## src/rtl/prd_split_pkg.sv

```systemverilog
package prd_split_pkg;
  localparam int unsigned WORD_W  = 32;
  localparam int unsigned FIELD_W = 16;
  localparam logic [WORD_W-1:0] WINDOW   = 32'h0001_0000;
  localparam logic [WORD_W-1:0] HALF_WIN = 32'h0000_8000;
  localparam int unsigned EOT_BIT = 31;
  localparam int unsigned ERR_W   = 3;
  localparam int unsigned E_OVF   = 0;
  localparam int unsigned E_EMPTY = 1;
  localparam int unsigned E_ALIGN = 2;

  typedef enum logic [2:0] {
    ST_SEG   = 3'd0,
    ST_RUN   = 3'd1,
    ST_FIN   = 3'd2,
    ST_DRAIN = 3'd3,
    ST_RPT   = 3'd4
  } split_st_e;
endpackage

```

## src/rtl/prd_rst_sync.sv

```systemverilog
module prd_rst_sync (
  input  logic clk,
  input  logic rst_n,
  output logic rst_n_sync
);
  logic [1:0] sync_q;

  always_ff @(posedge clk or negedge rst_n) begin
    if (!rst_n) sync_q <= 2'b00;
    else        sync_q <= {sync_q[0], 1'b1};
  end

  assign rst_n_sync = sync_q[1];
endmodule

```

## src/rtl/prd_chunk_calc.sv

```systemverilog
module prd_chunk_calc
  import prd_split_pkg::*;
(
  input  logic [WORD_W-1:0] cur_addr,
  input  logic [WORD_W-1:0] rem,
  input  logic              half,
  input  logic              alt_mode,
  input  logic              split_mode,
  output logic [WORD_W-1:0] d_addr,
  output logic [WORD_W-1:0] d_word,
  output logic [WORD_W-1:0] step,
  output logic              piece_done
);
  logic [WORD_W-1:0]  room;
  logic [WORD_W-1:0]  chunk;
  logic [FIELD_W-1:0] field;
  logic [FIELD_W-1:0] alt_cnt;
  logic               two_part;

  always_comb begin
    // bytes left before the next 64 KB window edge
    room     = WINDOW - {{(WORD_W-FIELD_W){1'b0}}, cur_addr[FIELD_W-1:0]};
    chunk    = (rem < room) ? rem : room;
    field    = chunk[FIELD_W-1:0];
    alt_cnt  = {2'b00, field[FIELD_W-1:2]} - FIELD_W'(1);
    two_part = split_mode && !alt_mode && (field == '0);
    if (two_part) begin
      d_addr     = cur_addr + (half ? HALF_WIN : '0);
      d_word     = HALF_WIN;
      step       = WINDOW;
      piece_done = half;
    end else begin
      d_addr     = cur_addr;
      d_word     = alt_mode ? {alt_cnt, {FIELD_W{1'b0}}} : {{FIELD_W{1'b0}}, field};
      step       = chunk;
      piece_done = 1'b1;
    end
  end
endmodule

```

## src/rtl/prd_limit_cnt.sv

```systemverilog
module prd_limit_cnt #(
  parameter int unsigned MAX_ENT = 256,
  localparam int unsigned CW = $clog2(MAX_ENT + 1)
) (
  input  logic          clk,
  input  logic          rst_n,
  input  logic          inc,
  input  logic          clr,
  output logic [CW-1:0] cnt,
  output logic          at_limit
);
  logic [CW-1:0] cnt_d;

  always_comb begin
    cnt_d = cnt;
    if (clr)      cnt_d = '0;
    else if (inc) cnt_d = cnt + CW'(1);
  end

  always_ff @(posedge clk or negedge rst_n) begin
    if (!rst_n)          cnt <= '0;
    else if (clr || inc) cnt <= cnt_d;
  end

  assign at_limit = (cnt == CW'(MAX_ENT));
endmodule

```

## src/rtl/prd_tag_stage.sv

```systemverilog
module prd_tag_stage
  import prd_split_pkg::*;
(
  input  logic              clk,
  input  logic              rst_n,
  input  logic              push,
  input  logic [WORD_W-1:0] push_addr,
  input  logic [WORD_W-1:0] push_word,
  input  logic              seal,
  input  logic              seal_eot,
  input  logic              flush,
  input  logic              out_ready,
  output logic              hold_valid,
  output logic              out_free,
  output logic              out_valid,
  output logic [WORD_W-1:0] out_addr,
  output logic [WORD_W-1:0] out_word
);
  logic [WORD_W-1:0] hold_addr, hold_word;
  logic              move;
  logic              hold_v_d, out_v_d;
  logic [WORD_W-1:0] tagged_word;

  always_comb begin
    move        = hold_valid && (push || seal);
    out_free    = !out_valid || out_ready;
    tagged_word = hold_word;
    if (seal && seal_eot) tagged_word[EOT_BIT] = 1'b1;
    out_v_d = out_valid;
    if (move)                        out_v_d = 1'b1;
    else if (out_valid && out_ready) out_v_d = 1'b0;
    hold_v_d = hold_valid;
    if (push)               hold_v_d = 1'b1;
    else if (seal || flush) hold_v_d = 1'b0;
  end

  always_ff @(posedge clk or negedge rst_n) begin
    if (!rst_n) begin
      hold_valid <= 1'b0;
      out_valid  <= 1'b0;
    end else begin
      hold_valid <= hold_v_d;
      out_valid  <= out_v_d;
    end
  end

  always_ff @(posedge clk or negedge rst_n) begin
    if (!rst_n) begin
      hold_addr <= '0;
      hold_word <= '0;
    end else if (push) begin
      hold_addr <= push_addr;
      hold_word <= push_word;
    end
  end

  always_ff @(posedge clk or negedge rst_n) begin
    if (!rst_n) begin
      out_addr <= '0;
      out_word <= '0;
    end else if (move) begin
      out_addr <= hold_addr;
      out_word <= tagged_word;
    end
  end
endmodule

```

## src/rtl/prd_seg_splitter.sv

```systemverilog
module prd_seg_splitter
  import prd_split_pkg::*;
#(
  parameter int unsigned MAX_ENT = 256,
  localparam int unsigned CW = $clog2(MAX_ENT + 1)
) (
  input  logic              clk,
  input  logic              rst_n,
  input  logic              seg_valid,
  output logic              seg_ready,
  input  logic [WORD_W-1:0] seg_addr,
  input  logic [WORD_W-1:0] seg_len,
  input  logic              seg_last,
  input  logic              mode_split,
  input  logic              mode_alt,
  output logic              desc_valid,
  input  logic              desc_ready,
  output logic [WORD_W-1:0] desc_addr,
  output logic [WORD_W-1:0] desc_word,
  output logic              rpt_valid,
  output logic              rpt_ok,
  output logic [ERR_W-1:0]  rpt_err,
  output logic [CW-1:0]     rpt_count
);
  logic rst_n_i;

  split_st_e         state_q, state_d;
  logic [WORD_W-1:0] addr_q, addr_d, rem_q, rem_d;
  logic              half_q, half_d, last_q, last_d, open_q, open_d;
  logic              m_split, m_alt, mode_en;
  logic [ERR_W-1:0]  err_q, err_d;

  logic [WORD_W-1:0] c_addr, c_word, c_step, rem_after;
  logic              c_done;
  logic [CW-1:0]     ent_cnt;
  logic              at_limit, cnt_inc, cnt_clr;
  logic              hold_v, out_free, push, seal, flush;
  logic              seg_fire, misaligned, eff_alt;

  prd_rst_sync u_rst (.clk(clk), .rst_n(rst_n), .rst_n_sync(rst_n_i));

  prd_chunk_calc u_calc (
    .cur_addr(addr_q), .rem(rem_q), .half(half_q),
    .alt_mode(m_alt), .split_mode(m_split),
    .d_addr(c_addr), .d_word(c_word), .step(c_step), .piece_done(c_done)
  );

  prd_limit_cnt #(.MAX_ENT(MAX_ENT)) u_cnt (
    .clk(clk), .rst_n(rst_n_i), .inc(cnt_inc), .clr(cnt_clr),
    .cnt(ent_cnt), .at_limit(at_limit)
  );

  prd_tag_stage u_tag (
    .clk(clk), .rst_n(rst_n_i),
    .push(push), .push_addr(c_addr), .push_word(c_word),
    .seal(seal), .seal_eot(!m_alt), .flush(flush),
    .out_ready(desc_ready), .hold_valid(hold_v), .out_free(out_free),
    .out_valid(desc_valid), .out_addr(desc_addr), .out_word(desc_word)
  );

  always_comb begin
    seg_ready  = rst_n_i && ((state_q == ST_SEG) || (state_q == ST_DRAIN));
    seg_fire   = seg_valid && seg_ready;
    eff_alt    = open_q ? m_alt : mode_alt;
    misaligned = eff_alt ? ((|seg_addr[1:0]) || (|seg_len[1:0]))
                         : (seg_addr[0] || seg_len[0]);
    rem_after  = rem_q - c_step;
    rpt_valid  = (state_q == ST_RPT) && !desc_valid;
    rpt_ok     = (err_q == '0);
    rpt_err    = err_q;
    rpt_count  = (err_q == '0) ? ent_cnt : '0;
  end

  always_comb begin
    state_d = state_q;
    addr_d  = addr_q;
    rem_d   = rem_q;
    half_d  = half_q;
    last_d  = last_q;
    open_d  = open_q;
    err_d   = err_q;
    mode_en = 1'b0;
    push    = 1'b0;
    seal    = 1'b0;
    flush   = 1'b0;
    cnt_inc = 1'b0;
    cnt_clr = 1'b0;
    unique case (state_q)
      ST_SEG: begin
        if (seg_fire) begin
          open_d  = 1'b1;
          mode_en = !open_q;
          if (misaligned) begin
            err_d[E_ALIGN] = 1'b1;
            flush   = 1'b1;
            state_d = seg_last ? ST_RPT : ST_DRAIN;
          end else if (seg_len == '0) begin
            if (seg_last) state_d = ST_FIN;
          end else begin
            addr_d  = seg_addr;
            rem_d   = seg_len;
            last_d  = seg_last;
            half_d  = 1'b0;
            state_d = ST_RUN;
          end
        end
      end
      ST_RUN: begin
        if (at_limit) begin
          err_d[E_OVF] = 1'b1;
          flush   = 1'b1;
          state_d = last_q ? ST_RPT : ST_DRAIN;
        end else if (!hold_v || out_free) begin
          push    = 1'b1;
          cnt_inc = 1'b1;
          if (c_done) begin
            addr_d = addr_q + c_step;
            rem_d  = rem_after;
            half_d = 1'b0;
            if (rem_after == '0) state_d = last_q ? ST_FIN : ST_SEG;
          end else begin
            half_d = 1'b1;
          end
        end
      end
      ST_FIN: begin
        if (ent_cnt == '0) begin
          err_d[E_EMPTY] = 1'b1;
          state_d = ST_RPT;
        end else if (out_free) begin
          seal    = 1'b1;
          state_d = ST_RPT;
        end
      end
      ST_DRAIN: begin
        if (seg_fire && seg_last) state_d = ST_RPT;
      end
      ST_RPT: begin
        if (!desc_valid) begin
          cnt_clr = 1'b1;
          err_d   = '0;
          open_d  = 1'b0;
          state_d = ST_SEG;
        end
      end
      default: state_d = ST_SEG;
    endcase
  end

  always_ff @(posedge clk or negedge rst_n_i) begin
    if (!rst_n_i) begin
      state_q <= ST_SEG;
      addr_q  <= '0;
      rem_q   <= '0;
      half_q  <= 1'b0;
      last_q  <= 1'b0;
      open_q  <= 1'b0;
      err_q   <= '0;
    end else begin
      state_q <= state_d;
      addr_q  <= addr_d;
      rem_q   <= rem_d;
      half_q  <= half_d;
      last_q  <= last_d;
      open_q  <= open_d;
      err_q   <= err_d;
    end
  end

  always_ff @(posedge clk or negedge rst_n_i) begin
    if (!rst_n_i) begin
      m_split <= 1'b0;
      m_alt   <= 1'b0;
    end else if (mode_en) begin
      m_split <= mode_split;
      m_alt   <= mode_alt;
    end
  end
endmodule

```

## config.mk

```make
export PLATFORM = sky130hd
export DESIGN_NAME = prd_seg_splitter
export DESIGN_NICKNAME = d
export VERILOG_FILES = /design/src/rtl/prd_split_pkg.sv /design/src/rtl/prd_rst_sync.sv /design/src/rtl/prd_chunk_calc.sv /design/src/rtl/prd_limit_cnt.sv /design/src/rtl/prd_tag_stage.sv /design/src/rtl/prd_seg_splitter.sv
export SDC_FILE = /design/constraint.sdc
export NUM_CORES = 1
export LEC_CHECK = 0
export BUFFER_PORTS_ARGS = -buffer_cell sky130_fd_sc_hd__buf_2
export CAP_MARGIN = 20
export CORE_MARGIN = 2
export CORE_UTILIZATION = 53
export CTS_BUF_LIST = sky130_fd_sc_hd__clkbuf_4
export DETAILED_ROUTE_END_ITERATION = 8
export PLACE_DENSITY = 0.84
export SYNTH_ARGS = -nofsm -noshare
export SYNTH_HDL_FRONTEND = slang
export SYNTH_HIERARCHICAL = 1
export SYNTH_SLANG_ARGS = --single-unit
```

## constraint.sdc

```tcl
create_clock -name clk -period 11.24 [get_ports clk]
set_input_delay 1.686 -clock clk [delete_from_list [all_inputs] [get_ports clk]]
set_output_delay 1.686 -clock clk [all_outputs]
set_load 0.005 [all_outputs]
```

---- After elaboration in Yosys (flattened, before gate mapping) ----
Cells that the tools add are included.
cells by class
  add/sub/neg operators ................... 6
  $lt $le $gt $ge ......................... 1
  equal/unequal tests ..................... 21
  multiplexer cells ....................... 78
  bitwise operators ....................... 2
  reduce and logical (&&, ||, !) cells .... 45
operator list
  cell                    count
  $mux 32                 17
  $pmux 32 s2             2
  $add 32x32->32          2
  $logic_not 32->1        2
  $mux 3                  14
  $mux 1                  33
  $lt 32x32->1            1
  $sub 32x32->32          1
  $mux 9                  3
  $ne 2x2->1 const B      10
  $sub 17x16->18 const A  1
  $logic_not 16->1        1
  $mux 16                 1
  $pmux 3 s5              1
  $sub 14x1->15 const B   1
  $reduce_bool 2->1       7
  $ne 3x3->1 const B      4
  $pmux 1 s2              6
  $add 9x1->9 const B     1
  $eq 9x9->1 const B      1
  $logic_and 1x1->1       9
  $logic_not 9->1         1
  $reduce_and 3->1        3
  $logic_or 1x1->1        8
  15 further kinds        23
word-level totals
  register bits after elaboration ......... 216
  bits of input ports ..................... 71
  output and inout port bits .............. 80
  logic and storage cells ................. 172

---- Depth between registers and ports, before layout ----
Gate-level depths: netlist (run 1).
  depth in word-level cells ............... 13
  depth in mapped cells ................... 35
  depth with buffers taken out ............ 33

---- Hierarchy ----
The synthesis (run 1) kept the hierarchy.
by module, submodules not included
  module            times used  cells an instance  area each (µm²)  seq. area each (µm²)
  prd_seg_splitter  1           997                7462.2           1876.8
  prd_tag_stage     1           281                4843.4           3253.1
  prd_chunk_calc    1           367                2518.7           0.0
  prd_limit_cnt     1           49                 485.5            225.2
  prd_rst_sync      1           3                  53.8             50.0

---- Worst setup path after synthesis (run 1) ----
Ideal clock, no wire load.
  kind .................................... flip-flop to flip-flop
  start ................................... register u_rst.sync_q[1]
  end ..................................... register state_q[1]
  setup time .............................. 126 ps
  arrival ................................. 7642 ps
  data required time ...................... 11114 ps
  path slack .............................. 3472 ps
  cell stages (with the launch flop) ...... 11
  buffers on the path ..................... 0
  clock period less this slack ............ 7768 ps
  path through ............................ dfrtp_1 > and3_1 > a2bb2oi_1 > o2111ai_1 > a31oi_1 > nor4b_1 > and4_2 > nand4_1 > or4_1 > or4b_1 > o311a_1
on the way
  word-level cells in the longest chain between the ends .. 5
  elaborated cells between the ends (all ways) .. 6
  classes of those cells .................. eq/ne (2); reduce/logical (4)
RTL lines
  what                                   RTL line                 text
  start, declared                        prd_rst_sync.sv:6        logic [1:0] sync_q;
  start signal, assigned                 prd_rst_sync.sv:10       else sync_q <= {sync_q[0], 1'b1};
  $logic_and 1x1->1 (*)                  prd_seg_splitter.sv:62   seg_ready = rst_n_i && ((state_q == ST_SEG) || (state_q == ST_DRAIN));
  $logic_and 1x1->1 (*)                  prd_seg_splitter.sv:63   seg_fire = seg_valid && seg_ready;
  $logic_and 1x1->1                      prd_seg_splitter.sv:136  if (seg_fire && seg_last) state_d = ST_RPT;
  $ne 2x1->1 (no source line)            --
  $reduce_and 8->1 (no source line) (*)  --
  end signal, assigned                   prd_seg_splitter.sv:160  state_q <= state_d;
  end, declared                          prd_seg_splitter.sv:27   split_st_e state_q, state_d;
Every way passes the cells marked *; elsewhere a longest branch is shown, timed or not.
A chain may end at the register's enable or synchronous reset.

---- Final worst setup path (run 1) ----
  start ................................... register addr_q[9]
  end ..................................... register state_q[0]
on the way
  word-level cells in the longest chain between the ends .. 10
  elaborated cells between the ends (all ways) .. 12
  classes of those cells .................. add/sub (2); order compare (1); eq/ne (2); mux (3); reduce/logical (4)
RTL lines
  what                                   RTL line                 text
  start, declared                        prd_seg_splitter.sv:28   logic [WORD_W-1:0] addr_q, addr_d, rem_q, rem_d;
  start signal, assigned                 prd_seg_splitter.sv:161  addr_q <= addr_d;
  $sub 17x16->18 (*)                     prd_chunk_calc.sv:22     room = WINDOW - {{(WORD_W-FIELD_W){1'b0}}, cur_addr[FIELD_W-1:0]};
  $lt 32x32->1                           prd_chunk_calc.sv:23     chunk = (rem < room) ? rem : room;
  $mux 32 (*)                            prd_chunk_calc.sv:23
  $logic_not 16->1                       prd_chunk_calc.sv:26     two_part = split_mode && !alt_mode && (field == '0);
  $logic_and 1x1->1                      prd_chunk_calc.sv:26
  $mux 32 (*)                            prd_chunk_calc.sv:27     if (two_part) begin
  net c_step[2]                          prd_seg_splitter.sv:33   logic [WORD_W-1:0] c_addr, c_word, c_step, rem_after;
  $sub 32x32->32 (*)                     prd_seg_splitter.sv:67   rem_after = rem_q - c_step;
  $logic_not 32->1 (*)                   prd_seg_splitter.sv:120  if (rem_after == '0) state_d = last_q ? ST_FIN : ST_SEG;
  $ne 3x3->1 (no source line) (*)        --
  $reduce_and 8->1 (no source line) (*)  --
Mark *: on every way through the listed nets, which the timed path passes. The rest lies on a longest branch.

==> results of run 1 <==
==> state kept, by name (all words and copies together), names as in the netlist <==
signal and cells:
u_rst/sync_q 2, state_q 3, u_tag/out_addr 32, last_q 1, addr_q 32, m_alt 1, u_cnt/cnt 9, u_tag/out_valid 1
u_tag/hold_word 32, rem_q 32, u_tag/out_word 32, open_q 1, half_q 1, m_split 1, u_tag/hold_addr 32, rpt_err 3
u_tag/hold_valid 1
==> final cells by class <==
type	count	area, sq um
diodes	3	7.507
clock inverters	24	126.4
fillers	2486	11680
multi-input cells	1308	9140
clock buffers	78	585.6
repair buffers	167	890.9
well taps	384	480.5
inverters	81	304.0
flip-flops and latches	216	5409
==> cells in the final DEF (no fill, tap or decap), types with 8 or more instances in the layout <==
master and count:
sky130_fd_sc_hd__o211ai_1 14, sky130_fd_sc_hd__o21a_1 18, sky130_fd_sc_hd__conb_1 16, sky130_fd_sc_hd__clkinv_1 16, sky130_fd_sc_hd__clkbuf_4 78, sky130_fd_sc_hd__nand2_1 154
sky130_fd_sc_hd__nor2_1 124, sky130_fd_sc_hd__xnor2_1 45, sky130_fd_sc_hd__nor3_1 46, sky130_fd_sc_hd__mux2_2 129, sky130_fd_sc_hd__and2_1 31, sky130_fd_sc_hd__a21oi_1 111
sky130_fd_sc_hd__nand2b_1 13, sky130_fd_sc_hd__nor2b_1 12, sky130_fd_sc_hd__xor2_1 31, sky130_fd_sc_hd__a31oi_1 40, sky130_fd_sc_hd__ha_1 84, sky130_fd_sc_hd__and3_1 17
sky130_fd_sc_hd__o31ai_1 9, sky130_fd_sc_hd__nand4_1 18, sky130_fd_sc_hd__dfrtp_1 215, sky130_fd_sc_hd__inv_1 81, sky130_fd_sc_hd__o21bai_1 9, sky130_fd_sc_hd__buf_4 16
sky130_fd_sc_hd__or3_1 19, sky130_fd_sc_hd__mux2i_1 8, sky130_fd_sc_hd__o21ai_0 82, sky130_fd_sc_hd__a21o_1 31, sky130_fd_sc_hd__a211oi_1 12, sky130_fd_sc_hd__nand3_1 48
sky130_fd_sc_hd__or4_1 9, sky130_fd_sc_hd__nor4_1 25, sky130_fd_sc_hd__buf_2 150
==> kinds of logic after synthesis <==
family	after synthesis	synth area share (%)
AND/OR/NAND/NOR	574	19.08
adder cells (fa/ha/maj)	86	7.102
AO/OA/AOI/OAI	409	17.43
multiplexers	145	10.55
buffers and inverters	187	5.978
XOR/XNOR	78	4.626
flip-flops	216	35.18
other	2	0.04888
==> layer usage <==
metal / part of all wire [%] / global-route usage [%] / routed length [microns]
met1: 45 / 41.86 / 20070
met2: 43 / 43.40 / 19550
met3: 9.0 / 6.299 / 4029
met4: 2.8 / 9.384 / 1245
met5: 0.14 / 1.603 / 64
==> per-stage QoR <==
step           power, mW  instance area (sq um)  utilization [%]  setup slack, ps
6_report           5.621                  16940            59.19             2084
5_1_grt            6.050                  16940            59.19             1382
4_1_cts            5.562                  16940            59.17             2266
3_5_place_dp       4.853                  16220            56.68             2309
3_3_place_gp       4.763                  16220            56.68             2576
2_1_floorplan      3.983                  15420                -             3472
==> final timing paths <==
kind	start	endpoint	slack, ps	cells after the start
setup / recovery	addr_q[9]	state_q[0]	2080	29
hold / removal	u_rst/sync_q[1]	u_tag/out_word[12]	290	0
setup reg to reg	addr_q[9]	state_q[0]	2080	29
hold reg to reg	u_rst/sync_q[1]	u_tag/out_word[12]	290	0
max in group asynchronous	u_rst/sync_q[1]	addr_q[23]	9790	1
min in group clk	u_rst/sync_q[0]	u_rst/sync_q[1]	340	0
==> worst register-to-register path, delay by kind of cell, from the launching register on <==
kind / cells / cell delay (ps)
and+or+nand+nor: 12 / 3770
AOI/OAI and AO/OA: 8 / 2340
adders and majority gates: 3 / 860
muxes: 3 / 850
DFF: 1 / 500
buffers and inverters: 2 / 400
xor gates and xnor gates: 1 / 300
==> power breakdown <==
part	switching [mW]	internal [mW]	total (mW)	leakage, nW
logic	1.95	1.46	3.41	4.58
registers	0.398	1.13	1.53	2.62
clock network	0.336	0.345	0.682	0.422
total	2.68	2.94	5.62	7.62
==> flow_results.xml, run 1 <==
<?xml version="1.0" encoding="UTF-8"?>
<metrics>
  <group name="run_status">
    <metric name="status" unit="">complete, no violations</metric>
  </group>
  <group name="sta">
    <metric name="timing.hold.ws" unit="ps">293.9</metric>
    <metric name="totalNegativeSetupSlack" unit="ps">0</metric>
    <metric name="final.setup_skew" unit="ps">28.50</metric>
    <metric name="final-max-slew-violation-count" unit="">0</metric>
    <metric name="finalWorstPathRequiredPeriod" unit="ps">9156</metric>
    <metric name="max-slew-margin-rel" unit="%">26.65</metric>
    <metric name="setup_viol_count_final" unit="">0</metric>
    <metric name="max_freq" unit="MHz">109.2</metric>
    <metric name="grt_setup_unrepaired" unit="">false</metric>
    <metric name="worst_pin_slew" unit="ps">1090</metric>
    <metric name="hold_violations" unit="">0</metric>
    <metric name="period_utilization_post_route" unit="%">81.46</metric>
  </group>
  <group name="grt">
    <metric name="grt_util_all_layers" unit="%">29.07</metric>
    <metric name="grt_antenna_before_repair" unit="">3</metric>
    <metric name="grt_pass1_vias" unit="">12830</metric>
    <metric name="grt_max_degree" unit="">132</metric>
    <metric name="grt_first_pass_wirelength" unit="mm">70.32</metric>
    <metric name="globalRoute.totalOverflow" unit="">0</metric>
  </group>
  <group name="routing">
    <metric name="vias_per_cell" unit="">6.075</metric>
    <metric name="via_count" unit="">13740</metric>
    <metric name="drt-wirelength-per-cell" unit="microns">19.88</metric>
    <metric name="detail_route.iter0.violations" unit="">1433</metric>
    <metric name="wirelength" unit="mm">44.96</metric>
    <metric name="drcViolationCount" unit="">0</metric>
    <metric name="detailedRoute.firstPassIterationCount" unit="">6</metric>
    <metric name="ant_nets" unit="">0</metric>
  </group>
  <group name="clock_network">
    <metric name="cts_hold_repair.buffers" unit="">0</metric>
    <metric name="cts-htree-levels" unit="">2</metric>
    <metric name="clk-insertion-delay-late" unit="ps">690</metric>
    <metric name="cts_tree" unit="">yes</metric>
    <metric name="postCtsSetupRepairBufs" unit="">0</metric>
    <metric name="cts_buffers" unit="">59</metric>
    <metric name="clockBufferDepth" unit="">3</metric>
    <metric name="clk_pin_slew_worst_paths" unit="ps">70</metric>
    <metric name="clock-sinks" unit="">216</metric>
    <metric name="cts_root_buf" unit="">sky130_fd_sc_hd__clkbuf_4</metric>
    <metric name="cts_resized" unit="">0</metric>
  </group>
  <group name="worst_setup_path">
    <metric name="cp_slowest_cell" unit="">sky130_fd_sc_hd__nor4_1</metric>
    <metric name="signal_arrival_time_at_the_worst_endpoint" unit="ps">9700</metric>
    <metric name="timing.critical_path.fanout_max" unit="">21</metric>
    <metric name="worst-path-buf-inv" unit="">2</metric>
    <metric name="required" unit="ps">11790</metric>
    <metric name="cp-end-kind" unit="">flip-flop</metric>
    <metric name="path_delay_family" unit="">simple AND/OR/NAND/NOR gates</metric>
    <metric name="worst_path_largest_cell_delay" unit="ps">640</metric>
    <metric name="timing_worst_setup_path_type" unit="">reg2reg</metric>
    <metric name="startpoint_type" unit="">flip-flop</metric>
  </group>
  <group name="placement">
    <metric name="number_of_cells_in_the_design_after_placement" unit="">2156</metric>
    <metric name="gp_congestion" unit="">0.9657</metric>
    <metric name="hpwl_dp" unit="mm">33.96</metric>
    <metric name="numPortBuffers" unit="">150</metric>
  </group>
  <group name="pwr">
    <metric name="pwr_density_cell" unit="mW/mm^2">331.7</metric>
    <metric name="worst_ir_drop_vdd" unit="mV">0.1240</metric>
    <metric name="cellLeakagePower" unit="nW">7.624</metric>
  </group>
  <group name="floorplanning">
    <metric name="die_w" unit="microns">174.3</metric>
    <metric name="initial_core_util" unit="%">53.67</metric>
    <metric name="fp.dieArea" unit="sq mm">0.03036</metric>
    <metric name="ios" unit="">151</metric>
    <metric name="num_rows" unit="">62</metric>
    <metric name="dieHeight" unit="microns">174.3</metric>
    <metric name="core_footprint" unit="sq mm">0.02863</metric>
  </group>
  <group name="logic_synthesis">
    <metric name="synth-main-ff-cell" unit="">sky130_fd_sc_hd__dfrtp_1</metric>
    <metric name="syn_avg_cell_area" unit="sq um">9.053</metric>
    <metric name="number_of_distinct_library_cell_variants_in_the_gate_level_netlist_after_synthesis" unit="">95</metric>
    <metric name="synthTopCellsByCount" unit="">sky130_fd_sc_hd__dfrtp_1, sky130_fd_sc_hd__nand2_1, sky130_fd_sc_hd__mux2_2</metric>
    <metric name="synth_top_area_share" unit="%">35.18</metric>
    <metric name="synth_seq_area_share" unit="%">35.18</metric>
    <metric name="postSynthRegisterBits" unit="">216</metric>
    <metric name="yosysMostFrequentCell" unit="">sky130_fd_sc_hd__dfrtp_1</metric>
    <metric name="async_flop_share" unit="%">100.0</metric>
    <metric name="synth_enable_flop_cells" unit="">0</metric>
    <metric name="netlist_top_cells_area" unit="">sky130_fd_sc_hd__dfrtp_1, sky130_fd_sc_hd__mux2_2, sky130_fd_sc_hd__ha_1, sky130_fd_sc_hd__nand2_1, sky130_fd_sc_hd__a21oi_1</metric>
    <metric name="synth.yosys.warnings" unit="">6</metric>
    <metric name="netlist.top_cell.by_area" unit="">sky130_fd_sc_hd__dfrtp_1</metric>
    <metric name="post_synth_instance_area" unit="sq mm">0.01536</metric>
    <metric name="post_synthesis_instance_total" unit="">1697</metric>
  </group>
  <group name="final_layout">
    <metric name="layout-area-overhead-vs-synth" unit="%">10.29</metric>
    <metric name="finish.net_count" unit="">1990</metric>
    <metric name="fin_cells" unit="">2261</metric>
    <metric name="ratio_of_cells_with_drive_above_1_in_the_final_layout" unit="%">23.05</metric>
  </group>
  <group name="min_path">
    <metric name="worst_hold_path_type" unit="">reg2async</metric>
  </group>
  <group name="job">
    <metric name="max-cap-violations" unit="">0</metric>
  </group>
</metrics>
No activity file was read; power rests on OpenSTA's default activity.
==> run 2: changes to the inputs <==
==> constraint.sdc (replaced) <==
create_clock -name clk -period 8.6 [get_ports clk]
set_input_delay 1.29 -clock clk [delete_from_list [all_inputs] [get_ports clk]]
set_output_delay 1.29 -clock clk [all_outputs]
set_load 0.005 [all_outputs]
==> run 2 against run 1 <==
Against the previous run:
- power rose by 32%
- clock skew is 24 ps higher
- routed wire length rose by 2.0%
- final cell count rose by 0.31%
- clock power grew 27%
- highest routed layer is now met4
==> flow_results.xml, run 2 (synthesis results as in run 1) <==
<?xml version="1.0" encoding="UTF-8"?>
<metrics>
  <group name="floorplanning">
    <metric name="core_footprint" unit="sq mm">0.02863</metric>
    <metric name="num_rows" unit="">62</metric>
    <metric name="ios" unit="">151</metric>
    <metric name="die_w" unit="microns">174.3</metric>
    <metric name="dieHeight" unit="microns">174.3</metric>
    <metric name="fp.dieArea" unit="sq mm">0.03036</metric>
    <metric name="initial_core_util" unit="%">53.67</metric>
  </group>
  <group name="worst_setup_path">
    <metric name="worst_path_largest_cell_delay" unit="ps">610</metric>
    <metric name="timing_worst_setup_path_type" unit="">reg2reg</metric>
    <metric name="timing.critical_path.fanout_max" unit="">9</metric>
    <metric name="r2r_start" unit="">addr_q[8]</metric>
    <metric name="startpoint_type" unit="">flip-flop</metric>
    <metric name="cp-end-kind" unit="">flip-flop</metric>
    <metric name="timing.critical_path.from" unit="">addr_q[8]</metric>
    <metric name="signal_arrival_time_at_the_worst_endpoint" unit="ps">8810</metric>
    <metric name="cp_slowest_cell" unit="">sky130_fd_sc_hd__or4_1</metric>
    <metric name="worst-path-buf-inv" unit="">1</metric>
    <metric name="required" unit="ps">9140</metric>
    <metric name="path_delay_family" unit="">simple AND/OR/NAND/NOR gates</metric>
  </group>
  <group name="grt">
    <metric name="met1_usage_grt" unit="%">44.70</metric>
    <metric name="grt_pass1_vias" unit="">13090</metric>
    <metric name="grt_util_met2" unit="%">44.73</metric>
    <metric name="routing_layer_with_the_top_usage_in_global_route" unit="">met2</metric>
    <metric name="grt_util_all_layers" unit="%">29.89</metric>
    <metric name="grt_first_pass_wirelength" unit="mm">71.90</metric>
    <metric name="grt_antenna_before_repair" unit="">3</metric>
    <metric name="met3_resource_use_gr" unit="%">4.090</metric>
    <metric name="grt_max_degree" unit="">80</metric>
    <metric name="globalRoute.totalOverflow" unit="">0</metric>
  </group>
  <group name="min_path">
    <metric name="worst_hold_path_type" unit="">reg2async</metric>
  </group>
  <group name="clock_network">
    <metric name="clock-sinks" unit="">216</metric>
    <metric name="cts_resized" unit="">0</metric>
    <metric name="clk-insertion-delay-late" unit="ps">700</metric>
    <metric name="cts_hold_repair.buffers" unit="">0</metric>
    <metric name="postCtsSetupRepairBufs" unit="">0</metric>
    <metric name="cts_buffers" unit="">56</metric>
    <metric name="clk_pin_slew_worst_paths" unit="ps">70</metric>
    <metric name="clockBufferDepth" unit="">3</metric>
    <metric name="cts_tree" unit="">yes</metric>
    <metric name="cts-htree-levels" unit="">2</metric>
    <metric name="cts_root_buf" unit="">sky130_fd_sc_hd__clkbuf_4</metric>
  </group>
  <group name="pwr">
    <metric name="worst_ir_drop_vdd" unit="mV">0.2108</metric>
    <metric name="cellLeakagePower" unit="nW">7.666</metric>
    <metric name="pwr_density_cell" unit="mW/mm^2">435.6</metric>
  </group>
  <group name="routing">
    <metric name="detail_route.iter0.violations" unit="">1311</metric>
    <metric name="drt-wirelength-per-cell" unit="microns">20.22</metric>
    <metric name="wirelength" unit="mm">45.87</metric>
    <metric name="via_count" unit="">13800</metric>
    <metric name="vias_per_cell" unit="">6.083</metric>
    <metric name="ant_nets" unit="">0</metric>
    <metric name="detailedRoute.firstPassIterationCount" unit="">5</metric>
    <metric name="drcViolationCount" unit="">0</metric>
  </group>
  <group name="sta">
    <metric name="finalWorstPathRequiredPeriod" unit="ps">8267</metric>
    <metric name="final.setup_skew" unit="ps">52.23</metric>
    <metric name="worst_pin_slew" unit="ps">1079</metric>
    <metric name="period_utilization_post_route" unit="%">96.13</metric>
    <metric name="final-max-slew-violation-count" unit="">0</metric>
    <metric name="max-slew-margin-rel" unit="%">27.38</metric>
    <metric name="hold_violations" unit="">0</metric>
    <metric name="timing.hold.ws" unit="ps">261.7</metric>
    <metric name="max_freq" unit="MHz">121.0</metric>
    <metric name="setup_viol_count_final" unit="">0</metric>
  </group>
  <group name="final_layout">
    <metric name="mostFrequentLayoutCell" unit="">sky130_fd_sc_hd__dfrtp_1</metric>
    <metric name="finish.net_count" unit="">1998</metric>
    <metric name="layout-area-overhead-vs-synth" unit="%">10.87</metric>
    <metric name="final_design_area_no_fill" unit="sq mm">0.01703</metric>
    <metric name="ratio_of_cells_with_drive_above_1_in_the_final_layout" unit="%">23.70</metric>
    <metric name="layout_common_cells" unit="">sky130_fd_sc_hd__dfrtp_1, sky130_fd_sc_hd__nand2_1, sky130_fd_sc_hd__buf_2, sky130_fd_sc_hd__mux2_2, sky130_fd_sc_hd__nor2_1</metric>
    <metric name="fin_util" unit="%">59.51</metric>
  </group>
  <group name="placement">
    <metric name="gp_congestion" unit="">0.9961</metric>
    <metric name="numPortBuffers" unit="">150</metric>
    <metric name="hpwl_dp" unit="mm">34.97</metric>
    <metric name="postPlaceCellArea" unit="sq mm">0.01629</metric>
  </group>
  <group name="job">
    <metric name="max-cap-violations" unit="">0</metric>
  </group>
  <group name="run_status">
    <metric name="status" unit="">complete, no violations</metric>
  </group>
</metrics>
run 2: metrics by stage:
stage | power (mW) | TNS [ps] | std cells | worst slack, ps
3_5_place_dp | 6.419 | 0 | 2167 | 290.8
3_3_place_gp | 6.317 | 0 | 2167 | 461.1
4_1_cts | 7.320 | 0 | 2266 | 226.2
5_1_grt | 7.997 | -28.63 | 2268 | -28.63
6_report | 7.420 | 0 | 2268 | 332.8
2_1_floorplan | 5.205 | 0 | 1711 | 832.0
run 2: final timing paths:
path	end	slack [ps]	depth (start not counted)
setup / recovery	state_q[1]	330	28
hold / removal	u_tag/out_word[10]	260	0
setup reg to reg	state_q[1]	330	28
hold reg to reg	u_tag/out_word[10]	260	0
max in group asynchronous	u_tag/out_addr[15]	6320	2
min in group clk	u_rst/sync_q[1]	360	0
run 2: per-layer routing:
metal  wire [microns]  share of wire [%]
met5                0                  0
met4             1261                2.7
met3             3255                7.1
met2            20020                 44
met1            21330                 47
run 2: power breakdown:
| part | total [mW] | internal [mW] | switching, mW |
|---|---|---|---|
| Combinational | 4.55 | 1.96 | 2.59 |
| Clock | 0.868 | 0.433 | 0.436 |
| Sequential | 2.00 | 1.48 | 0.522 |
run 2: layout make-up:
class	instances	area, sq um
fillers	2517	11590
well taps	384	480.5
flip-flops and latches	216	5409
diodes	2	5.005
clock buffers	74	555.5
inverters	81	304.0
multi-input cells	1308	9189
clock inverters	25	130.1
repair buffers	178	960.9
==> run 3: changes to the inputs <==
--- a/config.mk
+++ b/config.mk
@@ -10,8 +10,9 @@
 export CORE_MARGIN = 2
 export CORE_UTILIZATION = 53
 export CTS_BUF_LIST = sky130_fd_sc_hd__clkbuf_4
+export CTS_CLUSTER_SIZE = 28
 export DETAILED_ROUTE_END_ITERATION = 8
-export PLACE_DENSITY = 0.84
+export PLACE_DENSITY = 0.73
 export SYNTH_ARGS = -nofsm -noshare
 export SYNTH_HDL_FRONTEND = slang
 export SYNTH_HIERARCHICAL = 1
==> run 3 against run 2 <==
Against the previous run:
- core utilization grew 0.41 points
- sequential cell count is the same
- combinational power is essentially flat
- highest routed layer unchanged
- first-iteration DRC count shrank 16%
==> flow_results.xml, run 3 (synthesis results as in run 1) <==
<?xml version="1.0" encoding="UTF-8"?>
<metrics>
  <group name="final_layout">
    <metric name="fillerInstances" unit="">2609</metric>
    <metric name="area.sequential" unit="sq mm">0.005409</metric>
    <metric name="finish.net_count" unit="">2014</metric>
    <metric name="layout_common_cells" unit="">sky130_fd_sc_hd__dfrtp_1, sky130_fd_sc_hd__nand2_1, sky130_fd_sc_hd__buf_2, sky130_fd_sc_hd__mux2_2, sky130_fd_sc_hd__nor2_1</metric>
    <metric name="layout-area-overhead-vs-synth" unit="%">11.63</metric>
    <metric name="multi_input_comb_area" unit="sq mm">0.009168</metric>
    <metric name="ratio_of_cells_with_drive_above_1_in_the_final_layout" unit="%">24.30</metric>
    <metric name="mostFrequentLayoutCell" unit="">sky130_fd_sc_hd__dfrtp_1</metric>
    <metric name="fin_cells" unit="">2286</metric>
  </group>
  <group name="routing">
    <metric name="detail_route.iter0.violations" unit="">1103</metric>
    <metric name="drcViolationCount" unit="">0</metric>
    <metric name="via_count" unit="">13630</metric>
    <metric name="wirelength" unit="mm">44.81</metric>
    <metric name="drt-wirelength-per-cell" unit="microns">19.60</metric>
    <metric name="vias_per_cell" unit="">5.964</metric>
    <metric name="ant_nets" unit="">0</metric>
    <metric name="detailedRoute.firstPassIterationCount" unit="">5</metric>
  </group>
  <group name="floorplanning">
    <metric name="core_footprint" unit="sq mm">0.02863</metric>
    <metric name="fp.dieArea" unit="sq mm">0.03036</metric>
    <metric name="die_w" unit="microns">174.3</metric>
    <metric name="initial_core_util" unit="%">53.67</metric>
    <metric name="ios" unit="">151</metric>
    <metric name="dieHeight" unit="microns">174.3</metric>
    <metric name="num_rows" unit="">62</metric>
  </group>
  <group name="clock_network">
    <metric name="cts_tree" unit="">yes</metric>
    <metric name="cts_buffers" unit="">59</metric>
    <metric name="cts-htree-levels" unit="">2</metric>
    <metric name="clockBufferDepth" unit="">3</metric>
    <metric name="clk-insertion-delay-late" unit="ps">710</metric>
    <metric name="clk_pin_slew_worst_paths" unit="ps">70</metric>
    <metric name="clock-sinks" unit="">216</metric>
    <metric name="cts_hold_repair.buffers" unit="">0</metric>
    <metric name="cts_root_buf" unit="">sky130_fd_sc_hd__clkbuf_4</metric>
  </group>
  <group name="sta">
    <metric name="totalNegativeSetupSlack" unit="ps">0</metric>
    <metric name="finalWorstPathRequiredPeriod" unit="ps">8148</metric>
    <metric name="max_freq" unit="MHz">122.7</metric>
    <metric name="timing.hold.ws" unit="ps">348.9</metric>
    <metric name="max-slew-margin-rel" unit="%">28.49</metric>
    <metric name="final.setup_skew" unit="ps">60.36</metric>
    <metric name="final-max-slew-violation-count" unit="">0</metric>
    <metric name="hold_violations" unit="">0</metric>
    <metric name="period_utilization_post_route" unit="%">94.74</metric>
    <metric name="grt_setup_unrepaired" unit="">false</metric>
    <metric name="setup_viol_count_final" unit="">0</metric>
    <metric name="worst_pin_slew" unit="ps">1064</metric>
  </group>
  <group name="worst_setup_path">
    <metric name="cp-end-kind" unit="">flip-flop</metric>
    <metric name="worst_path_largest_cell_delay" unit="ps">560</metric>
    <metric name="startpoint_type" unit="">flip-flop</metric>
    <metric name="timing_worst_setup_path_type" unit="">reg2reg</metric>
    <metric name="timing.critical_path.fanout_max" unit="">10</metric>
    <metric name="required" unit="ps">9170</metric>
    <metric name="signal_arrival_time_at_the_worst_endpoint" unit="ps">8710</metric>
    <metric name="regToRegSetupSlack" unit="ps">450</metric>
    <metric name="cp_slowest_cell" unit="">sky130_fd_sc_hd__or4_1</metric>
    <metric name="reg2reg_depth" unit="">28</metric>
  </group>
  <group name="run_status">
    <metric name="status" unit="">complete, no violations</metric>
  </group>
  <group name="grt">
    <metric name="globalRoute.totalOverflow" unit="">0</metric>
    <metric name="grt_first_pass_wirelength" unit="mm">71.62</metric>
    <metric name="grt_util_all_layers" unit="%">29.46</metric>
    <metric name="grt_max_degree" unit="">67</metric>
    <metric name="grt_pass1_vias" unit="">13050</metric>
    <metric name="grt_antenna_before_repair" unit="">1</metric>
  </group>
  <group name="pwr">
    <metric name="cellLeakagePower" unit="nW">7.754</metric>
    <metric name="worst_ir_drop_vdd" unit="mV">0.2106</metric>
    <metric name="pwr_density_cell" unit="mW/mm^2">433.7</metric>
  </group>
  <group name="placement">
    <metric name="numPortBuffers" unit="">150</metric>
    <metric name="gp_congestion" unit="">0.9373</metric>
    <metric name="number_of_cells_in_the_design_after_placement" unit="">2178</metric>
    <metric name="hpwl_dp" unit="mm">34.30</metric>
  </group>
  <group name="job">
    <metric name="max-cap-violations" unit="">0</metric>
  </group>
  <group name="min_path">
    <metric name="worst_hold_path_type" unit="">in2async</metric>
  </group>
</metrics>
run 3: worst max-delay path, delay by kind of cell (launching register included):
family | cells | cell delay, ps
compound gates | 7 | 1780
xor+xnor | 2 | 570
fa+ha+maj | 3 | 740
buf+inv | 1 | 80
flops | 1 | 500
mux | 2 | 680
simple gates | 13 | 3680
run 3: per-layer routing:
metal | vias up | share of wire, % | GRT usage [%]
met2 | 538 | 44 | 45.44
li1 | 6490 | - | -
met5 | - | 0 | 0
met1 | 6530 | 46 | 43.45
met4 | 0 | 2.1 | 7.913
met3 | 76 | 7.5 | 4.068
run 3: path summary, 6_finish.rpt:
kind / start / to
hold / removal: rst_n / u_rst/sync_q[1]
max in group asynchronous: u_rst/sync_q[1] / u_tag/out_addr[24]
hold reg to reg: u_rst/sync_q[0] / u_rst/sync_q[1]
setup reg to reg: addr_q[9] / state_q[1]
setup / recovery: addr_q[9] / state_q[1]
min in group clk: u_rst/sync_q[0] / u_rst/sync_q[1]
run 3: area by class of cell:
cell class / count / share of cell area [%]
repair buffers: 191 / 6.172
multi-input cells: 1308 / 53.45
well taps: 384 / 2.801
flip-flops and latches: 216 / 31.54
inverters: 81 / 1.773
clock buffers: 79 / 3.458
clock inverters: 26 / 0.7879
diodes: 1 / 0.01459
run 3: metrics by stage:
stage,util [%],instance area [sq um],setup WS [ps],power [mW]
finish,59.91,17150,452.4,7.438
global route,59.91,17150,48.01,8.063
detailed placement,57.21,16380,221.9,6.449
floorplan,-,15420,832.0,5.205
global placement,57.21,16380,513.8,6.374
CTS,59.76,17110,161.3,7.388
run 3: report_power, final:
group	total, mW	switching (mW)	internal [mW]
clock	0.899	0.442	0.458
combinational	4.53	2.55	1.98
sequential	2.01	0.530	1.48
run 3: what timing repair did:
item,in CTS,in global routing
buffers inserted,0,2
resized for setup,0,9
setup endpoints to repair,0,3
